--- src/rtl/dtc_pkg.sv ---
package dtc_pkg;

    localparam int REG_AW = 3;

    localparam logic [REG_AW-1:0] A_CTRL   = 3'd0;
    localparam logic [REG_AW-1:0] A_FLAGS  = 3'd1;
    localparam logic [REG_AW-1:0] A_BURST  = 3'd2;
    localparam logic [REG_AW-1:0] A_PERIOD = 3'd3;
    localparam logic [REG_AW-1:0] A_TLO    = 3'd4;
    localparam logic [REG_AW-1:0] A_THI    = 3'd5;

    localparam int RUN_BIT  = 0;
    localparam int BASE_LSB = 4;

    typedef enum logic [1:0] {
        SK_HOLD  = 2'd0,
        SK_BASE  = 2'd1,
        SK_BURST = 2'd2,
        SK_SLOW  = 2'd3
    } step_kind_e;

endpackage

--- src/rtl/dtc_regs.sv ---
module dtc_regs
    import dtc_pkg::*;
#(
    parameter int DATA_W   = 32,
    parameter int CNT_W    = 64,
    parameter int BASE_W   = 4,
    parameter int TRIM_W   = 12,
    parameter int BURST_W  = 24,
    parameter int PERIOD_W = 32
) (
    input  logic                clk,
    input  logic                rst_n,
    input  logic                reg_wr,
    input  logic                reg_rd,
    input  logic [REG_AW-1:0]   reg_addr,
    input  logic [DATA_W-1:0]   reg_wdata,
    output logic [DATA_W-1:0]   reg_rdata,
    output logic                reg_rvalid,
    input  logic [CNT_W-1:0]    count_now,
    input  logic                ovf_now,
    input  logic [BURST_W-1:0]  burst_left,
    output logic                run,
    output logic [BASE_W-1:0]   base_step,
    output logic [TRIM_W-1:0]   trim_step,
    output logic [PERIOD_W-1:0] period_val,
    output logic                period_wr,
    output logic                burst_wr,
    output logic [BURST_W-1:0]  burst_wval,
    output logic                load_en,
    output logic [CNT_W-1:0]    load_val,
    output logic                ovf_clr
);

    localparam int HI_W     = CNT_W - DATA_W;
    localparam int TRIM_LSB = BASE_LSB + BASE_W;

    logic [HI_W-1:0]   hi_stage;
    logic [HI_W-1:0]   hi_latch;
    logic [DATA_W-1:0] ctrl_word;

    assign period_wr  = reg_wr && (reg_addr == A_PERIOD);
    assign burst_wr   = reg_wr && (reg_addr == A_BURST);
    assign burst_wval = reg_wdata[BURST_W-1:0];
    assign load_en    = reg_wr && (reg_addr == A_TLO);
    assign load_val   = {hi_stage, reg_wdata};
    assign ovf_clr    = reg_wr && (reg_addr == A_FLAGS) && reg_wdata[0];

    always_comb begin
        ctrl_word = '0;
        ctrl_word[RUN_BIT] = run;
        ctrl_word[BASE_LSB +: BASE_W] = base_step;
        ctrl_word[TRIM_LSB +: TRIM_W] = trim_step;
    end

    always_ff @(posedge clk or negedge rst_n) begin
        if (!rst_n) begin
            run        <= 1'b0;
            base_step  <= '0;
            trim_step  <= '0;
            period_val <= '0;
            hi_stage   <= '0;
        end else if (reg_wr) begin
            case (reg_addr)
                A_CTRL: begin
                    run       <= reg_wdata[RUN_BIT];
                    base_step <= reg_wdata[BASE_LSB +: BASE_W];
                    trim_step <= reg_wdata[TRIM_LSB +: TRIM_W];
                end
                A_PERIOD: period_val <= reg_wdata[PERIOD_W-1:0];
                A_THI:    hi_stage   <= reg_wdata[HI_W-1:0];
                default:  ;
            endcase
        end
    end

    always_ff @(posedge clk or negedge rst_n) begin
        if (!rst_n) begin
            reg_rdata  <= '0;
            reg_rvalid <= 1'b0;
            hi_latch   <= '0;
        end else begin
            reg_rvalid <= reg_rd;
            if (reg_rd) begin
                case (reg_addr)
                    A_CTRL:   reg_rdata <= ctrl_word;
                    A_FLAGS:  reg_rdata <= {{(DATA_W-1){1'b0}}, ovf_now};
                    A_BURST:  reg_rdata <= {{(DATA_W-BURST_W){1'b0}}, burst_left};
                    A_PERIOD: reg_rdata <= period_val;
                    A_TLO: begin
                        reg_rdata <= count_now[DATA_W-1:0];
                        hi_latch  <= count_now[CNT_W-1:DATA_W];
                    end
                    A_THI:    reg_rdata <= hi_latch;
                    default:  reg_rdata <= '0;
                endcase
            end
        end
    end

endmodule

--- src/rtl/dtc_step_sel.sv ---
module dtc_step_sel
    import dtc_pkg::*;
#(
    parameter int BASE_W   = 4,
    parameter int TRIM_W   = 12,
    parameter int BURST_W  = 24,
    parameter int PERIOD_W = 32
) (
    input  logic                clk,
    input  logic                rst_n,
    input  logic                run,
    input  logic [BASE_W-1:0]   base_step,
    input  logic [TRIM_W-1:0]   trim_step,
    input  logic [PERIOD_W-1:0] period_val,
    input  logic                period_wr,
    input  logic [PERIOD_W-1:0] period_wval,
    input  logic                burst_wr,
    input  logic [BURST_W-1:0]  burst_wval,
    output logic [BURST_W-1:0]  burst_left,
    output step_kind_e          step_kind,
    output logic [TRIM_W-1:0]   step_amt
);

    localparam logic [PERIOD_W-1:0] P_ONE = PERIOD_W'(1);
    localparam logic [BURST_W-1:0]  B_ONE = BURST_W'(1);

    logic [PERIOD_W-1:0] slow_q;
    logic                slow_hit;
    logic                period_on;

    assign period_on = (period_val != '0);
    assign slow_hit  = period_on && (slow_q <= P_ONE);

    always_comb begin
        if (!run)
            step_kind = SK_HOLD;
        else if (burst_left != '0)
            step_kind = SK_BURST;
        else if (slow_hit)
            step_kind = SK_SLOW;
        else
            step_kind = SK_BASE;
    end

    always_comb begin
        unique case (step_kind)
            SK_HOLD:          step_amt = '0;
            SK_BASE:          step_amt = {{(TRIM_W-BASE_W){1'b0}}, base_step};
            SK_BURST, SK_SLOW: step_amt = trim_step;
        endcase
    end

    always_ff @(posedge clk or negedge rst_n) begin
        if (!rst_n)
            burst_left <= '0;
        else if (burst_wr)
            burst_left <= burst_wval;
        else if (run && (burst_left != '0))
            burst_left <= burst_left - B_ONE;
    end

    always_ff @(posedge clk or negedge rst_n) begin
        if (!rst_n)
            slow_q <= '0;
        else if (period_wr)
            slow_q <= period_wval;
        else if (run && period_on)
            slow_q <= slow_hit ? period_val : (slow_q - P_ONE);
    end

endmodule

--- src/rtl/dtc_accum.sv ---
module dtc_accum #(
    parameter int CNT_W  = 64,
    parameter int TRIM_W = 12
) (
    input  logic              clk,
    input  logic              rst_n,
    input  logic              load_en,
    input  logic [CNT_W-1:0]  load_val,
    input  logic              zero_req,
    input  logic              adv,
    input  logic [TRIM_W-1:0] step_amt,
    input  logic              ovf_clr,
    output logic [CNT_W-1:0]  count_q,
    output logic              ovf_q
);

    localparam int SUM_W = CNT_W + 1;

    logic [SUM_W-1:0] sum_w;
    logic             wrap_ev;

    assign sum_w   = {1'b0, count_q} + {{(SUM_W-TRIM_W){1'b0}}, step_amt};
    assign wrap_ev = adv && !load_en && !zero_req && sum_w[CNT_W];

    always_ff @(posedge clk or negedge rst_n) begin
        if (!rst_n)
            count_q <= '0;
        else if (load_en)
            count_q <= load_val;
        else if (zero_req)
            count_q <= '0;
        else if (adv)
            count_q <= sum_w[CNT_W-1:0];
    end

    always_ff @(posedge clk or negedge rst_n) begin
        if (!rst_n)
            ovf_q <= 1'b0;
        else if (wrap_ev)
            ovf_q <= 1'b1;
        else if (ovf_clr)
            ovf_q <= 1'b0;
    end

endmodule

--- src/rtl/drift_time_counter.sv ---
module drift_time_counter
    import dtc_pkg::*;
#(
    parameter int DATA_W   = 32,
    parameter int CNT_W    = 64,
    parameter int BASE_W   = 4,
    parameter int TRIM_W   = 12,
    parameter int BURST_W  = 24,
    parameter int PERIOD_W = 32
) (
    input  logic              clk,
    input  logic              rst_n,
    input  logic              reg_wr,
    input  logic              reg_rd,
    input  logic [2:0]        reg_addr,
    input  logic [DATA_W-1:0] reg_wdata,
    output logic [DATA_W-1:0] reg_rdata,
    output logic              reg_rvalid,
    input  logic              zero_req,
    output logic [CNT_W-1:0]  time_now
);

    logic                run_w;
    logic [BASE_W-1:0]   base_w;
    logic [TRIM_W-1:0]   trim_w;
    logic [PERIOD_W-1:0] period_w;
    logic                period_wr_w;
    logic                burst_wr_w;
    logic [BURST_W-1:0]  burst_wval_w;
    logic [BURST_W-1:0]  burst_left_w;
    logic                load_en_w;
    logic [CNT_W-1:0]    load_val_w;
    logic                ovf_clr_w;
    logic                ovf_w;
    step_kind_e          kind_w;
    logic [TRIM_W-1:0]   step_w;

    dtc_regs #(
        .DATA_W(DATA_W), .CNT_W(CNT_W), .BASE_W(BASE_W),
        .TRIM_W(TRIM_W), .BURST_W(BURST_W), .PERIOD_W(PERIOD_W)
    ) u_regs (
        .clk(clk), .rst_n(rst_n),
        .reg_wr(reg_wr), .reg_rd(reg_rd), .reg_addr(reg_addr),
        .reg_wdata(reg_wdata), .reg_rdata(reg_rdata), .reg_rvalid(reg_rvalid),
        .count_now(time_now), .ovf_now(ovf_w), .burst_left(burst_left_w),
        .run(run_w), .base_step(base_w), .trim_step(trim_w),
        .period_val(period_w), .period_wr(period_wr_w),
        .burst_wr(burst_wr_w), .burst_wval(burst_wval_w),
        .load_en(load_en_w), .load_val(load_val_w), .ovf_clr(ovf_clr_w)
    );

    dtc_step_sel #(
        .BASE_W(BASE_W), .TRIM_W(TRIM_W), .BURST_W(BURST_W), .PERIOD_W(PERIOD_W)
    ) u_sel (
        .clk(clk), .rst_n(rst_n), .run(run_w),
        .base_step(base_w), .trim_step(trim_w),
        .period_val(period_w), .period_wr(period_wr_w),
        .period_wval(reg_wdata[PERIOD_W-1:0]),
        .burst_wr(burst_wr_w), .burst_wval(burst_wval_w),
        .burst_left(burst_left_w), .step_kind(kind_w), .step_amt(step_w)
    );

    dtc_accum #(
        .CNT_W(CNT_W), .TRIM_W(TRIM_W)
    ) u_acc (
        .clk(clk), .rst_n(rst_n),
        .load_en(load_en_w), .load_val(load_val_w),
        .zero_req(zero_req), .adv(kind_w != SK_HOLD), .step_amt(step_w),
        .ovf_clr(ovf_clr_w), .count_q(time_now), .ovf_q(ovf_w)
    );

endmodule

--- config.mk ---
export PLATFORM = sky130hd
export DESIGN_NAME = drift_time_counter
export DESIGN_NICKNAME = d
export VERILOG_FILES = /design/src/rtl/dtc_pkg.sv /design/src/rtl/dtc_regs.sv /design/src/rtl/dtc_step_sel.sv /design/src/rtl/dtc_accum.sv /design/src/rtl/drift_time_counter.sv
export SDC_FILE = /design/constraint.sdc
export NUM_CORES = 1
export LEC_CHECK = 0
export BUFFER_PORTS_ARGS = -buffer_cell sky130_fd_sc_hd__buf_2
export CORE_MARGIN = 2
export CORE_UTILIZATION = 45
export DETAILED_ROUTE_END_ITERATION = 10
export PLACE_DENSITY = 0.72
export SLEW_MARGIN = 20
export SYNTH_ARGS = -nofsm -noshare
export SYNTH_HDL_FRONTEND = slang
export SYNTH_HIERARCHICAL = 1
export SYNTH_SLANG_ARGS = --single-unit
--- constraint.sdc ---
create_clock -name clk -period 6.4 [get_ports clk]
set_input_delay 1.28 -clock clk [delete_from_list [all_inputs] [get_ports clk]]
set_output_delay 1.28 -clock clk [all_outputs]
set_load 0.03 [all_outputs]
==> run summary <==
The run gives 36800 um^2 as the area enclosed by the die boundary. In this run the remaining antenna-violating nets after routing total 0. Summing the areas of all fa, ha and maj instances in the mapped netlist gives 1.39% of the synthesized area. In this run the worst setup path terminates at u_acc/count_q[46].

Initial antenna violation count: 1. Deepest clock path buffer count: 3. For the number of design-rule violations left by the first detailed-router iteration, the log shows 1840.

Input and output buffers added on the ports amount to 136. Counting every sink on the clock net gives 267. Multiplexer cells account for 12.7% of the synthesized area. Counting instances, the worst hold path has a depth of 2. The endpoint arrival time on the critical path is 5.80 ns, and the post-route fraction of the period consumed by the critical path is 83.3%. Total count of max-transition violations in the final report: 0. The CTS H-tree depth is 1. The HPWL reported at the end of detailed placement was 37.4 mm; the overall routing resource usage was 28.9%. The post-synthesis net count came out at 1672. The tools report the cell at the root of the clock tree as clkbuf_16.

Summing the areas of all compound-gate instances in the mapped netlist gives 16.2% of the synthesized area. The x dimension of the die came out at 192 um. For the switching power, the log shows 0.00188 W. Buffers inserted during clock tree synthesis total 29. The routed design uses 24.0 mm of met2 wire. In the routed design, unresolved DRC markers number 0. The largest family of logic cells by synthesized area was simple AND/OR/NAND/NOR gates. The via count of the first global-routing pass was 13000; the power share of the sequential group was 44.6%. The critical register-to-register path startpoint is u_sel/slow_q[20].

The clock transition at the register clock pins on the worst setup and hold paths after CTS came out at 0.06 ns. Sum of negative setup slack: 0 ns. The hold violation count in the final report was 0; the peak supply drop was 0.000246 V.

For this run, asynchronously set or reset flops after synthesis account for 100%. The tightest min-delay check is of the flop to flop type. In the final routed layout, each cell accounts on average for 25.2 um. Summed over all layers, the routed wires come to 53.5 mm. The worst setup path is captured at a flop.

Max-cap violations in this run came to 0. Summed over all cells, the static leakage comes to 7.42 nW. The highest net fanout along the worst path was 14.

The category of the worst setup path launch point was a flop. The count of standard-cell rows was 68; the count of nets after finishing was 1705. Of the total synthesized cell area, the portion taken by AND, OR, NAND and NOR gates is 18.5%. The post-synthesis share of cell area spent on xor and xnor gates is 2.92%, and the worst clock skew on the final layout is 0.0220 ns.

The number of flops mapped to enable cells by yosys was 0; the routed length on met3 was 4.80 mm. The pin count of the biggest net entering global routing is 149. The run gives 24.2% as the combinational share of power.

The tools report the worst setup path startpoint as u_sel/slow_q[20]. Data on the critical path is required at its endpoint by 6.87 ns. Once the clock tree was built, the setup fixing pass inserted 0 buffers. The synthesized netlist occupies a cell area of 15900 um^2. The count of pins on the block boundary came out at 137.

Via density per instance: 6.52. Counting flops and latches in the post-synthesis netlist gives 267. Setup repair after global routing left no endpoint under its margin. For this run, the leading register cell type out of synthesis is dfrtp_1.

The logs give 42.1% for the fraction of the yosys area taken by sequential cells and 1.19 ns for the worst slack after detailed placement. Counting cells, the worst reg-to-reg path comes to 14. The tools report the met1 layer wirelength in the final routing as 22.1 mm. For the power share of the clock group, the log shows 31.2%. Setup violations remaining at the end of the flow were counted as 0. The endpoint identified for the worst register-to-register timing path is u_acc/count_q[46]. Startpoint-to-endpoint class of the critical path: flop to flop.

The transition at the pin with the smallest max-transition slack was 1.06 ns. Once the clock tree was built, the resizer swapped 0 gates to a different size. The beginning of the worst hold path was u_regs/hi_stage[9]. The logs give 1.07 ns for the setup slack of the most critical reg-to-reg path and 1.07 ns for the final worst slack. For the worst slew margin relative to its limit, the log shows 29.1%. The first global-routing pass estimated 80.8 mm of wire. The internal portion of the total power is 0.00349 W. The count of hold-fix buffers inserted at cts was 0; the power per standard cell area was 308 nW/um^2.

The chip height works out to 192 um. The tools report the residual overflow from global routing as 0. The run finished with clean final reports. Derived from the worst setup path, the maximum achievable clock frequency is 188 MHz.

The area added between synthesis and finish is 9.69%, and the synthesized area divided by synthesized cell count is 9.83 um^2. Starting utilization of the core area: 45.8%. The placer's final routability congestion estimate was 0.907.

The post-synthesis cell type count is 88. Synthesis produced 1615 cells. Of the cells placed in the final design, the portion with a size suffix greater than 1 is 22.0%. The number of warnings printed during yosys synthesis was 6; the time the final worst path needs with I/O delays and setup was 5.33 ns. At the later pin of the worst-skew pair, clock insertion delay measures 0.58 ns. TritonCTS built the clock tree. After floorplanning, the core was sized to cover 34600 um^2. The switching share of total power was 35.0%. In this run the top signal layer used is met4. The run gives 6 as the detailed-routing iteration count for the pre-antenna-repair pass.

For the total via count in the routed design, the log shows 13900.
## cell usage after synthesis, drive strengths merged, types with 7 or more instances
library cell,instances,share of area (%)
dfrtp,267,42
nand2,150,3.6
mux2,124,8.8
o21ai,100,3.2
buf,89,3.9
clkbuf,66,1.6
nand3,66,2.1
nor2,65,1.6
mux2i,59,3.7
nor3,49,1.7
a21oi,43,1.4
nor4,41,1.8
inv,32,0.76
xnor2,32,1.8
or4,28,1.4
nand4,27,1.1
and3,26,1.0
and2,21,0.83
xor2,21,1.2
o211ai,18,0.85
or3,18,0.71
a211oi,16,0.76
ha,16,1.3
o22a,16,0.88
a221o,15,0.95
a221oi,14,0.77
a31oi,14,0.55
a2111oi,13,0.99
o31ai,13,0.61
a21o,12,0.57
nor3b,12,0.57
a32oi,10,0.55
or2,9,0.35
and4,8,0.44
o21a,8,0.38
o2bb2ai,8,0.44
nand3b,7,0.33
nor2b,7,0.28
## state kept, by name, summed over array words and instances, names as in the netlist
name,cells
u_regs/hi_latch,32
u_regs/reg_rvalid,1
u_acc/ovf_q,1
u_regs/hi_stage,32
u_regs/run,1
u_regs/trim_step,12
u_regs/period_val,32
u_regs/base_step,4
u_sel/slow_q,32
u_regs/reg_rdata,32
u_acc/count_q,64
u_sel/burst_left,24
## through the flow
stage	instances	instance area (um^2)	utilization [%]	hold slack [ns]	power, W
2_1_floorplan	1615	15900	-	0.447	0.00321
3_3_place_gp	2072	16500	47.5	0.460	0.00364
3_5_place_dp	2072	16500	47.6	0.465	0.00368
4_1_cts	2123	17400	50.3	0.479	0.00536
5_1_grt	2123	17400	50.3	0.512	0.00561
6_report	2125	17400	50.3	0.480	0.00536
## power by group through the flow
stage	Clock, W	Sequential, W	Combinational, W
global route	0.00176	0.00243	0.00141
detailed placement	0	0.00240	0.00128
CTS	0.00169	0.00238	0.00128
floorplan	0	0.00238	0.000830
finish	0.00167	0.00239	0.00130
global placement	0	0.00240	0.00124
## critical path, cell delays in order, from the launching register on
cell       delay (ns)
dfrtp_1          0.42
or4_1            0.68
nor4_1           0.44
o2111ai_1        0.17
buf_4            0.22
a31oi_1          0.67
and2_1           0.24
ha_1             0.30
a21o_1           0.24
a221oi_1         0.27
o21ai_1          0.22
a21oi_2          0.71
buf_4            0.27
nor3_1           0.06
a221o_1          0.29
## layer usage
metal  track usage, %  vias up
met2             44.4      778
met1             40.3     6862
met3             4.11      144
li1                 -     6067
met4             13.1        0
met5                0        -
## placed cells by master (no fill, tap or decap), types with 8 or more instances in the layout
cell type | synthesis | final
a31oi_1 | 14 | 14
o211ai_1 | 18 | 18
buf_2 | 21 | 135
or3_1 | 18 | 18
xnor2_1 | 32 | 32
and2_1 | 21 | 21
nand3_1 | 64 | 64
a32oi_1 | 10 | 10
mux2i_1 | 59 | 59
buf_4 | 61 | 20
clkbuf_16 | 0 | 29
o21a_1 | 8 | 8
clkbuf_8 | 0 | 9
dfrtp_1 | 267 | 267
o21ai_1 | 14 | 13
and3_1 | 26 | 26
a221o_1 | 15 | 15
o31ai_1 | 13 | 12
nor2_1 | 63 | 60
o2bb2ai_1 | 8 | 8
a221oi_1 | 14 | 14
xor2_1 | 21 | 21
a21oi_1 | 42 | 42
o22a_1 | 16 | 16
and4_1 | 8 | 8
nor3b_1 | 12 | 12
o21ai_0 | 84 | 84
mux2_2 | 120 | 120
nor3_1 | 47 | 47
inv_1 | 31 | 31
nand4_1 | 25 | 25
ha_1 | 16 | 16
nand2_1 | 149 | 149
a211oi_1 | 16 | 15
a21o_1 | 12 | 12
or4_1 | 25 | 25
nor4_1 | 37 | 37
## kinds of logic (layout without fill, tap and decap cells)
logic type               count (synthesis)  in the layout
AND/OR/NAND/NOR                        547            547
AO/OA/AOI/OAI                          359            359
flip-flops                             267            267
buffers and inverters                  188            241
multiplexers                           184            184
XOR/XNOR                                53             53
adder cells (fa/ha/maj)                 17             17
other                                    0              2
## final cells by class
class | count | area [um^2]
fillers | 3121 | 17200
multi-input cells | 1160 | 8230
flip-flops and latches | 267 | 6680
clock buffers | 43 | 868
repair buffers | 157 | 861
well taps | 455 | 569
inverters | 33 | 124
clock inverters | 8 | 68.8
diodes | 2 | 5.00
## worst min-delay path by stage
stage | end | slack, ns
floorplan | u_acc/count_q[54] | 0.45
global placement | u_regs/reg_rdata[23] | 0.46
detailed placement | u_acc/count_q[41] | 0.47
CTS | u_acc/count_q[41] | 0.48
global route | u_acc/count_q[62] | 0.51
finish | u_acc/count_q[41] | 0.48
No activity file was read; power rests on OpenSTA's default activity.
